<file path="config.mk">
export PLATFORM = sky130hd
export DESIGN_NAME = dual_brk_resolver
export DESIGN_NICKNAME = d
export VERILOG_FILES = /design/src/rtl/dbr_pkg.sv /design/src/rtl/dbr_slot_gate.sv /design/src/rtl/dbr_merge.sv /design/src/rtl/dbr_seq.sv /design/src/rtl/dual_brk_resolver.sv
export SDC_FILE = /design/constraint.sdc
export NUM_CORES = 1
export LEC_CHECK = 0
export ABC_CLOCK_PERIOD_IN_PS = 1030
export BUFFER_PORTS_ARGS = -buffer_cell sky130_fd_sc_hd__buf_2
export CORE_AREA = 4 4 41 43
export CTS_CLUSTER_DIAMETER = 80
export DETAILED_ROUTE_END_ITERATION = 6
export DIE_AREA = 0 0 45 47
export GPL_TIMING_DRIVEN = 0
export PLACE_DENSITY_LB_ADDON = 0.25
export SYNTH_ARGS = -nofsm -noshare
export SYNTH_HDL_FRONTEND = slang
export SYNTH_SLANG_ARGS = --single-unit
</file>
<file path="constraint.sdc">
create_clock -name clk -period 1.03 [get_ports clk]
set_input_delay 0.103 -clock clk [delete_from_list [all_inputs] [get_ports clk]]
set_output_delay 0.103 -clock clk [all_outputs]
set_load 0.01 [all_outputs]
</file>
<file path="src/rtl/dbr_pkg.sv">
package dbr_pkg;
  localparam int NSLOT = 2;

  typedef enum logic {
    ST_RUN  = 1'b0,
    ST_HALT = 1'b1
  } dbr_state_e;

  typedef struct packed {
    logic pre;
    logic post;
  } dbr_req_t;

  typedef struct packed {
    logic halt_pre;
    logic halt_post;
    logic commit_a;
    logic commit_b;
  } dbr_verdict_t;
endpackage

</file>
<file path="src/rtl/dbr_slot_gate.sv">
module dbr_slot_gate
  import dbr_pkg::*;
(
  input  logic                   skip_act,
  input  logic [NSLOT-1:0]       slot_vld,
  input  dbr_req_t [NSLOT-1:0]   raw,
  output dbr_req_t [NSLOT-1:0]   eff
);
  for (genvar i = 0; i < NSLOT; i++) begin : g_slot
    if (i == 0) begin : g_head
      // restart slot: before-match masked while the resume mask is live
      assign eff[i].pre  = raw[i].pre & slot_vld[i] & ~skip_act;
    end else begin : g_tail
      assign eff[i].pre  = raw[i].pre & slot_vld[i];
    end
    assign eff[i].post = raw[i].post & slot_vld[i];
  end
endmodule

</file>
<file path="src/rtl/dbr_merge.sv">
module dbr_merge
  import dbr_pkg::*;
(
  input  logic         vld_a,
  input  logic         vld_b,
  input  logic         skip_act,
  input  dbr_req_t     eff_a,
  input  dbr_req_t     eff_b,
  output dbr_verdict_t verdict
);
  logic split;

  assign split = skip_act & vld_b & eff_b.pre;

  always_comb begin
    verdict = '0;
    if (!vld_a) begin
      verdict = '0;
    end else if (!vld_b) begin
      // single issue: A's own flags apply directly
      verdict.halt_pre  = eff_a.pre;
      verdict.halt_post = eff_a.post & ~eff_a.pre;
      verdict.commit_a  = ~eff_a.pre;
      verdict.commit_b  = 1'b0;
    end else if (split) begin
      // leaving a breakpoint with one still pending on B
      verdict.halt_pre  = 1'b1;
      verdict.halt_post = eff_a.post;
      verdict.commit_a  = 1'b1;
      verdict.commit_b  = 1'b0;
    end else begin
      // pair merge: any before-match stops ahead of A, any after-match behind B
      verdict.halt_pre  = eff_a.pre | eff_b.pre;
      verdict.halt_post = eff_a.post | eff_b.post;
      verdict.commit_a  = ~(eff_a.pre | eff_b.pre);
      verdict.commit_b  = ~(eff_a.pre | eff_b.pre);
    end
  end
endmodule

</file>
<file path="src/rtl/dbr_seq.sv">
module dbr_seq
  import dbr_pkg::*;
#(
  parameter int MASK_ISSUES = 1
) (
  input  logic clk,
  input  logic rst_n,
  input  logic issue_go,
  input  logic resume,
  input  logic ev_pre,
  input  logic ev_post,
  output logic halted,
  output logic skip_act
);
  localparam int CW = $clog2(MASK_ISSUES + 1);
  localparam logic [CW-1:0] MASK_LOAD = CW'(MASK_ISSUES);

  dbr_state_e    st_q, st_n;
  logic [CW-1:0] cnt_q, cnt_n;
  logic          pre_q, pre_n;
  logic          upd;

  assign halted   = (st_q == ST_HALT);
  assign skip_act = (cnt_q != '0);

  always_comb begin
    st_n  = st_q;
    cnt_n = cnt_q;
    pre_n = pre_q;
    upd   = 1'b0;
    case (st_q)
      ST_RUN: begin
        if (issue_go) begin
          upd = 1'b1;
          if (skip_act) cnt_n = cnt_q - CW'(1);
          if (ev_pre || ev_post) begin
            st_n  = ST_HALT;
            pre_n = ev_pre;
            cnt_n = '0;
          end
        end
      end
      ST_HALT: begin
        if (resume) begin
          upd   = 1'b1;
          st_n  = ST_RUN;
          cnt_n = pre_q ? MASK_LOAD : '0;
        end
      end
      default: begin
        upd  = 1'b1;
        st_n = ST_RUN;
      end
    endcase
  end

  always_ff @(posedge clk or negedge rst_n) begin
    if (!rst_n) begin
      st_q  <= ST_RUN;
      cnt_q <= '0;
      pre_q <= 1'b0;
    end else if (upd) begin
      st_q  <= st_n;
      cnt_q <= cnt_n;
      pre_q <= pre_n;
    end
  end
endmodule

</file>
<file path="src/rtl/dual_brk_resolver.sv">
module dual_brk_resolver
  import dbr_pkg::*;
#(
  parameter int MASK_ISSUES = 1
) (
  input  logic clk,
  input  logic rst_n,
  input  logic issue_vld,
  input  logic issue_solo,
  input  logic brk_pre_a,
  input  logic brk_post_a,
  input  logic brk_pre_b,
  input  logic brk_post_b,
  input  logic resume,
  output logic halt_pre,
  output logic halt_post,
  output logic commit_a,
  output logic commit_b,
  output logic halted
);
  logic                 halted_q;
  logic                 skip_act;
  logic                 issue_go;
  logic [NSLOT-1:0]     slot_vld;
  dbr_req_t [NSLOT-1:0] raw;
  dbr_req_t [NSLOT-1:0] eff;
  dbr_verdict_t         verdict;

  assign issue_go    = issue_vld & ~halted_q;
  assign slot_vld[0] = issue_go;
  assign slot_vld[1] = issue_go & ~issue_solo;

  assign raw[0].pre  = brk_pre_a;
  assign raw[0].post = brk_post_a;
  assign raw[1].pre  = brk_pre_b;
  assign raw[1].post = brk_post_b;

  dbr_slot_gate u_gate (
    .skip_act (skip_act),
    .slot_vld (slot_vld),
    .raw      (raw),
    .eff      (eff)
  );

  dbr_merge u_merge (
    .vld_a    (slot_vld[0]),
    .vld_b    (slot_vld[1]),
    .skip_act (skip_act),
    .eff_a    (eff[0]),
    .eff_b    (eff[1]),
    .verdict  (verdict)
  );

  dbr_seq #(.MASK_ISSUES(MASK_ISSUES)) u_seq (
    .clk      (clk),
    .rst_n    (rst_n),
    .issue_go (issue_go),
    .resume   (resume),
    .ev_pre   (verdict.halt_pre),
    .ev_post  (verdict.halt_post),
    .halted   (halted_q),
    .skip_act (skip_act)
  );

  assign halt_pre  = verdict.halt_pre;
  assign halt_post = verdict.halt_post;
  assign commit_a  = verdict.commit_a;
  assign commit_b  = verdict.commit_b;
  assign halted    = halted_q;
endmodule

</file>
==> run summary, run 1 <==
Reg power frac = 22.4%
CP Class = flip-flop to primary output
CP max FO = 3
Share of the synthesized area in the top cell type = 31.6%
Endpoint class of the critical path = primary output
Share of cells above drive strength 1 = 59.6%
Post-synth top flop = dfrtp_1
Synth Area in Adders = 0%
Gr usage total = 9.25%
Core region area = 1300 um^2
Fillers = 151
Maxcap violations = 0
Achievable frequency = 691 MHz
Mean number of vias per cell = 4.43
FF+latch count, synth = 3
Delay of the slowest critical-path stage = 400 ps
Mux contribution to synthesized area = 4.21%
Clock sinks = 3
N_diodes = 0
Placed cell area = 328 um^2
1st-pass router iterations = 3
Clk network pwr share = 20.0%
Remaining DRCs = 0
Pint = 678 uW
Syn_area_per_cell = 9.14 um^2
Largest area contributor in the netlist = dfrtp_1
CTS tree = yes
Final wirelength = 837 um
First-pass GRT wire length = 1.31 mm
Switching power = 378 uW
Worst slew margin = 80.6%
Fin worst setup slack = -417 ps
Largest family of logic cells by synthesized area = simple AND/OR/NAND/NOR gates
RSZ-0062 raised after global routing = yes
Clk Latency, worst-skew pair = 240 ps
Die width = 45 um
Cell count after synthesis = 26
Final net count = 62
Cts bufs inserted = 3
Dpl cells = 54
Clk_skew = 5.85 ps
Row Count = 13
EDFF count, synth = 0
Layout area overhead = 96.3%
Die height = 47 um
Worst path cell trace = nand3b_1 -> and3_4 -> or2_1 -> buf_2
Deepest clock path buffer count = 2
I/O Pins = 14
Clock slew at the register clock pins of the worst setup and hold paths = 40 ps
Post-Syn Nets = 35
Setup violators final = 8
Fin crit period = 1450 ps
Leakage = 0.237 nW
Sw Share = 35.8%
Failing checks = negative setup slack
Fin cells = 67
Wirelength per Cell = 12.5 um
Yosys warning count = 0
Critical Path AT = 1340 ps
Simple-Gate Fraction of Synth Area = 38.4%
Antenna-violating nets left = 0
Xor and xnor area share after synthesis = 0%
Fin crit share = 140%
Asr flop ratio synth = 100%
Fraction of the mapped netlist area in compound gates = 21.1%
Top cells by count, synth = dfrtp_1 (3), inv_1 (3), nor2_1 (2), nor2b_1 (2)
Synth cell types = 20
CTS root buffer = clkbuf_4
Peak VDD IR = 626 uV
Startpoint types = flip-flop
Critical path's slowest cell = dfrtp_1
Least-Margin Pin Slew = 290 ps
H-Tree Depth = 1
Sequential element share of the synthesized area = 31.6%
Vias in the first global route = 295
DR iter-0 viols = 2
Dpl ws = -221 ps
GRT Residual Overflow = 0
Dpl hpwl = 518 um
Port Buffers = 13
Final instance area = 467 um^2
Hold Fails Final Rpt = 0
Routability cong. = 0.703
Initial antenna violation count = 0
Final hold slack = 154 ps
Full die area = 2120 um^2
Max-slew violation count = 0
Synth area leaders = dfrtp_1 (32%), nor2b_4 (5.8%), nor2b_1 (5.3%), o31ai_2 (5.3%), inv_1 (4.7%)
Vias = 297
Starting density of the core = 18.3%
Min-delay worst type = primary input to flip-flop
Largest net degree at the start of global routing = 7
Syn Std Cell Area = 238 um^2
PwrDens = 2260 nW/um^2
Setup tns final = -1910 ps
Logic pwr share = 57.7%
Worst EP required = 930 ps
Outcome = complete, but fails checks
==> layer usage <==
metal | track usage [%] | part of all wire [%] | wire, um | vias up
li1 | - | - | - | 147
met1 | 11.6 | 46 | 382 | 139
met2 | 12.4 | 46 | 384 | 11
met3 | 2.68 | 8.5 | 71 | 0
met4 | 8.77 | 0 | 0 | 0
met5 | 0 | 0 | 0 | -
==> placed cells by master (no fill, tap or decap), drive strengths merged <==
cell / count
a41oi: 1
and2: 1
and3: 1
and4b: 1
buf: 21
clkbuf: 4
dfrtp: 3
dlygate4sd3: 1
inv: 3
mux2i: 1
nand2: 1
nand3b: 1
nand4b: 1
nor2: 2
nor2b: 3
nor4b: 1
o211ai: 1
o21a: 1
o21ai: 1
o2bb2ai: 1
o31ai: 1
or2: 1
==> power by group through the flow <==
stage | Clock (mW) | Sequential, mW | Combinational [mW]
after floorplan | 0 | 0.243 | 0.194
final | 0.211 | 0.236 | 0.609
after global routing | 0.232 | 0.241 | 0.652
after CTS | 0.222 | 0.233 | 0.557
after global placement | 0 | 0.255 | 0.299
after detailed placement | 0 | 0.251 | 0.300
==> metrics by stage <==
stage	util (%)	power, mW
2_1_floorplan	-	0.437
3_3_place_gp	25.2	0.553
3_5_place_dp	25.2	0.551
4_1_cts	34.4	1.01
5_1_grt	35.9	1.12
6_report	35.9	1.06
==> registers in the layout, summed over array words and instances, names as in the netlist <==
signal,cells
u_seq.halted,1
u_seq.skip_act,1
u_seq.pre_q,1
==> worst max-delay path, delay by kind of cell (launching register included) <==
family / cells / cell delay, ps
flops: 1 / 400
simple gates: 3 / 580
buf+inv: 1 / 140
==> layout make-up <==
class	count	area, um^2	area share [%]
repair buffers	22	153	32.7
multi-input cells	20	181	38.9
clock buffers	4	26.3	5.63
inverters	3	11.3	2.41
well taps	15	18.8	4.02
flip-flops and latches	3	76.3	16.4
==> timing repair <==
| action | CTS | global route |
|---|---|---|
| hold buffers | 1 | 0 |
| buffers inserted | 7 | 2 |
| setup endpoints to repair | 6 | 8 |
| pin swaps | 2 | 4 |
| hold endpoints to repair | 3 | 0 |
| resized for setup | 8 | 2 |
==> final timing paths <==
| kind | to | cells past startpoint | slack, ps | start |
|---|---|---|---|---|
| worst min-delay path | u_seq.skip_act$_DFFE_PN0P_ | 3 | 150 | issue_vld |
| worst max-delay path | halt_post | 4 | -420 | u_seq.skip_act$_DFFE_PN0P_ |
| worst min register to register | u_seq.pre_q$_DFFE_PN0P_ | 2 | 560 | u_seq.pre_q$_DFFE_PN0P_ |
| min in group asynchronous | u_seq.skip_act$_DFFE_PN0P_ | 2 | 190 | rst_n |
| max in group asynchronous | u_seq.halted$_DFFE_PN0P_ | 2 | 720 | rst_n |
| worst max register to register | u_seq.halted$_DFFE_PN0P_ | 5 | -140 | u_seq.skip_act$_DFFE_PN0P_ |
==> cell families (layout without fill, tap and decap cells) <==
logic type | count (synthesis) | in the layout
AND/OR/NAND/NOR | 13 | 13
buffers and inverters | 3 | 29
AO/OA/AOI/OAI | 6 | 6
flip-flops | 3 | 3
multiplexers | 1 | 1
Note: power is estimated with default switching activity, not from simulation.
==> run 2: changes to the inputs <==
--- a/config.mk
+++ b/config.mk
@@ -7,10 +7,10 @@
 export LEC_CHECK = 0
 export ABC_CLOCK_PERIOD_IN_PS = 1030
 export BUFFER_PORTS_ARGS = -buffer_cell sky130_fd_sc_hd__buf_2
-export CORE_AREA = 4 4 41 43
+export CORE_AREA = 2 2 39 41
 export CTS_CLUSTER_DIAMETER = 80
 export DETAILED_ROUTE_END_ITERATION = 6
-export DIE_AREA = 0 0 45 47
+export DIE_AREA = 0 0 41 43
 export GPL_TIMING_DRIVEN = 0
 export PLACE_DENSITY_LB_ADDON = 0.25
 export SYNTH_ARGS = -nofsm -noshare
==> constraint.sdc (replaced) <==
create_clock -name clk -period 1.03 [get_ports clk]
set_input_delay 0.0515 -clock clk [delete_from_list [all_inputs] [get_ports clk]]
set_output_delay 0.0515 -clock clk [all_outputs]
set_load 0.01 [all_outputs]
==> run 2 against run 1 <==
  * The run still ends with negative setup slack left
  * Largest cell class unchanged
  * Non-clock buffer count down 2
  * Critical path type unchanged
  * Critical path depth unchanged
  * Flip-flop and latch count unchanged
  * First-iteration DRC count down 50%
  * Clock skew down 0.76 ps
  * Worst hold slack worse by 39 ps
  * Die area down 17%
==> run summary, run 2 (synthesis gave the netlist of run 1 again) <==
Fin crit period = 1410 ps (was 1450 ps)
CP Class = flip-flop to primary output (unchanged)
Wirelength per Cell = 10.5 um (was 12.5 um)
Clk network pwr share = 20.0% (about the same)
First-pass GRT wire length = 1.07 mm (was 1.31 mm)
Initial antenna violation count = 0 (unchanged)
Deepest clock path buffer count = 2 (unchanged)
Dpl cells = 55 (was 54)
Remaining DRCs = 0 (unchanged)
Gr usage total = 9.02% (was 9.25%)
Outcome = complete, but fails checks (unchanged)
Die height = 43 um (was 47 um)
Fillers = 156 (was 151)
CTS tree = yes (unchanged)
I/O Pins = 14 (unchanged)
Max-slew violation count = 0 (unchanged)
Startpoint types = flip-flop (unchanged)
Worst EP required = 980 ps (was 930 ps)
Starting density of the core = 17.2% (was 18.3%)
CTS root buffer = clkbuf_4 (unchanged)
Share of cells above drive strength 1 = 60.0% (was 59.6%)
Largest net degree at the start of global routing = 6 (was 7)
Fin crit share = 137% (was 140%)
Core region area = 1380 um^2 (was 1300 um^2)
Area of the multi-input gates = 190 um^2 (was 181 um^2)
Clk_skew = 5.09 ps (was 5.85 ps)
Leading cell type in the layout, fill and taps excluded = buf_2 (unchanged)
Vias = 275 (was 297)
Least-Margin Pin Slew = 264 ps (was 290 ps)
Min-delay worst type = primary input to flip-flop (unchanged)
Layout area overhead = 96.3% (unchanged)
H-Tree Depth = 1 (unchanged)
Routability cong. = 0.614 (was 0.703)
Fin cells = 66 (was 67)
Worst slew margin = 82.3% (was 80.6%)
Critical Path AT = 1360 ps (was 1340 ps)
Pint = 663 uW (was 678 uW)
Maxcap violations = 0 (unchanged)
Placed cell area = 329 um^2 (was 328 um^2)
Clock slew at the register clock pins of the worst setup and hold paths = 40 ps (about the same)
Antenna-violating nets left = 0 (unchanged)
Die width = 41 um (was 45 um)
Fin worst setup slack = -377 ps (was -417 ps)
GRT Residual Overflow = 0 (unchanged)
PwrDens = 2180 nW/um^2 (was 2260 nW/um^2)
CP max FO = 5 (was 3)
Final wirelength = 693 um (was 837 um)
Reg power frac = 24.2% (was 22.4%)
Register area = 77.6 um^2 (was 76.3 um^2)
Achievable frequency = 711 MHz (was 691 MHz)
Logic pwr share = 55.9% (was 57.7%)
Setup violators final = 6 (was 8)
Full die area = 1760 um^2 (was 2120 um^2)
Dpl hpwl = 464 um (was 518 um)
Cts bufs inserted = 3 (unchanged)
Switching power = 353 uW (was 378 uW)
Hold Fails Final Rpt = 0 (unchanged)
Port Buffers = 13 (unchanged)
RSZ-0062 raised after global routing = yes (unchanged)
Clk Latency, worst-skew pair = 230 ps (was 240 ps)
Row Count = 14 (was 13)
Final instance area = 467 um^2 (unchanged)
1st-pass router iterations = 2 (was 3)
Mean number of vias per cell = 4.17 (was 4.43)
Clock sinks = 3 (unchanged)
Endpoint class of the critical path = primary output (unchanged)
Final net count = 60 (was 62)
Most frequent cells in the layout = buf_2 (12), buf_6 (5), inv_1 (3), clkbuf_4 (3) (was buf_2 (12), buf_4 (5), buf_6 (4), inv_1 (3), clkbuf_4 (3))
Final hold slack = 115 ps (was 154 ps)
Sw Share = 34.8% (was 35.8%)
Peak VDD IR = 602 uV (was 626 uV)
N_diodes = 0 (unchanged)
DR iter-0 viols = 1 (was 2)
Leakage = 0.230 nW (was 0.237 nW)
Vias in the first global route = 254 (was 295)
Dpl ws = -161 ps (was -221 ps)
Failing checks = negative setup slack (unchanged)
-- run 2: changes by cell type in the layout (fill, tap and decap cells not counted), sizes merged --
cell,previous run,this run
buf,21,19
-- run 2: cell type report --
class                   count  area share, %
well taps                  16           4.29
multi-input cells          20           40.8
clock buffers               4           5.63
flip-flops and latches      3           16.6
inverters                   3           2.41
repair buffers             20           30.3
-- run 2: through the flow --
| step | setup TNS, ps | total power [mW] | utilization, % |
|---|---|---|---|
| CTS | -1150 | 0.995 | 32.3 |
| global route | -1630 | 1.11 | 33.7 |
| detailed placement | -244 | 0.548 | 23.8 |
| floorplan | -2.34 | 0.437 | - |
| global placement | -333 | 0.553 | 23.8 |
| finish | -1150 | 1.02 | 33.7 |
-- run 2: path summary, 6_finish.rpt --
path,startpoint,end,slack (ps),cells after the start
min in group asynchronous,rst_n,u_seq.skip_act$_DFFE_PN0P_,140,2
max in group asynchronous,rst_n,u_seq.halted$_DFFE_PN0P_,760,2
worst min-delay path,issue_vld,u_seq.skip_act$_DFFE_PN0P_,120,3
worst min register to register,u_seq.pre_q$_DFFE_PN0P_,u_seq.pre_q$_DFFE_PN0P_,550,2
worst max register to register,u_seq.skip_act$_DFFE_PN0P_,u_seq.halted$_DFFE_PN0P_,-120,4
worst max-delay path,u_seq.skip_act$_DFFE_PN0P_,halt_post,-380,4
-- run 2: what timing repair did --
item / CTS / global route
hold buffers: 1 / 0
setup endpoints to repair: 6 / 7
setup buffers: 6 / 0
gates resized for setup: 10 / 3
hold endpoints to repair: 3 / 0
pin swaps: 0 / 1
-- run 2: per-layer routing --
metal / track usage [%] / routed length (um) / up-vias / part of all wire [%]
met3: 3.14 / 45 / 0 / 6.5
li1: - / - / 146 / -
met2: 12.5 / 321 / 11 / 46
met1: 13.1 / 326 / 118 / 47
met5: 0 / 0 / - / 0
met4: 2.00 / 0 / 0 / 0
-- run 2: power by group through the flow --
| stage | clock network (mW) | registers (mW) | logic, mW |
|---|---|---|---|
| global placement | 0 | 0.254 | 0.299 |
| finish | 0.203 | 0.246 | 0.568 |
| floorplan | 0 | 0.243 | 0.194 |
| global route | 0.237 | 0.255 | 0.616 |
| detailed placement | 0 | 0.253 | 0.296 |
| CTS | 0.211 | 0.247 | 0.537 |
-- run 2: worst max-delay path: stages (launching register included) --
cell and delay, ps:
dfrtp_2 430, nand3b_1 180, and3_4 160, or2_1 210, buf_2 130
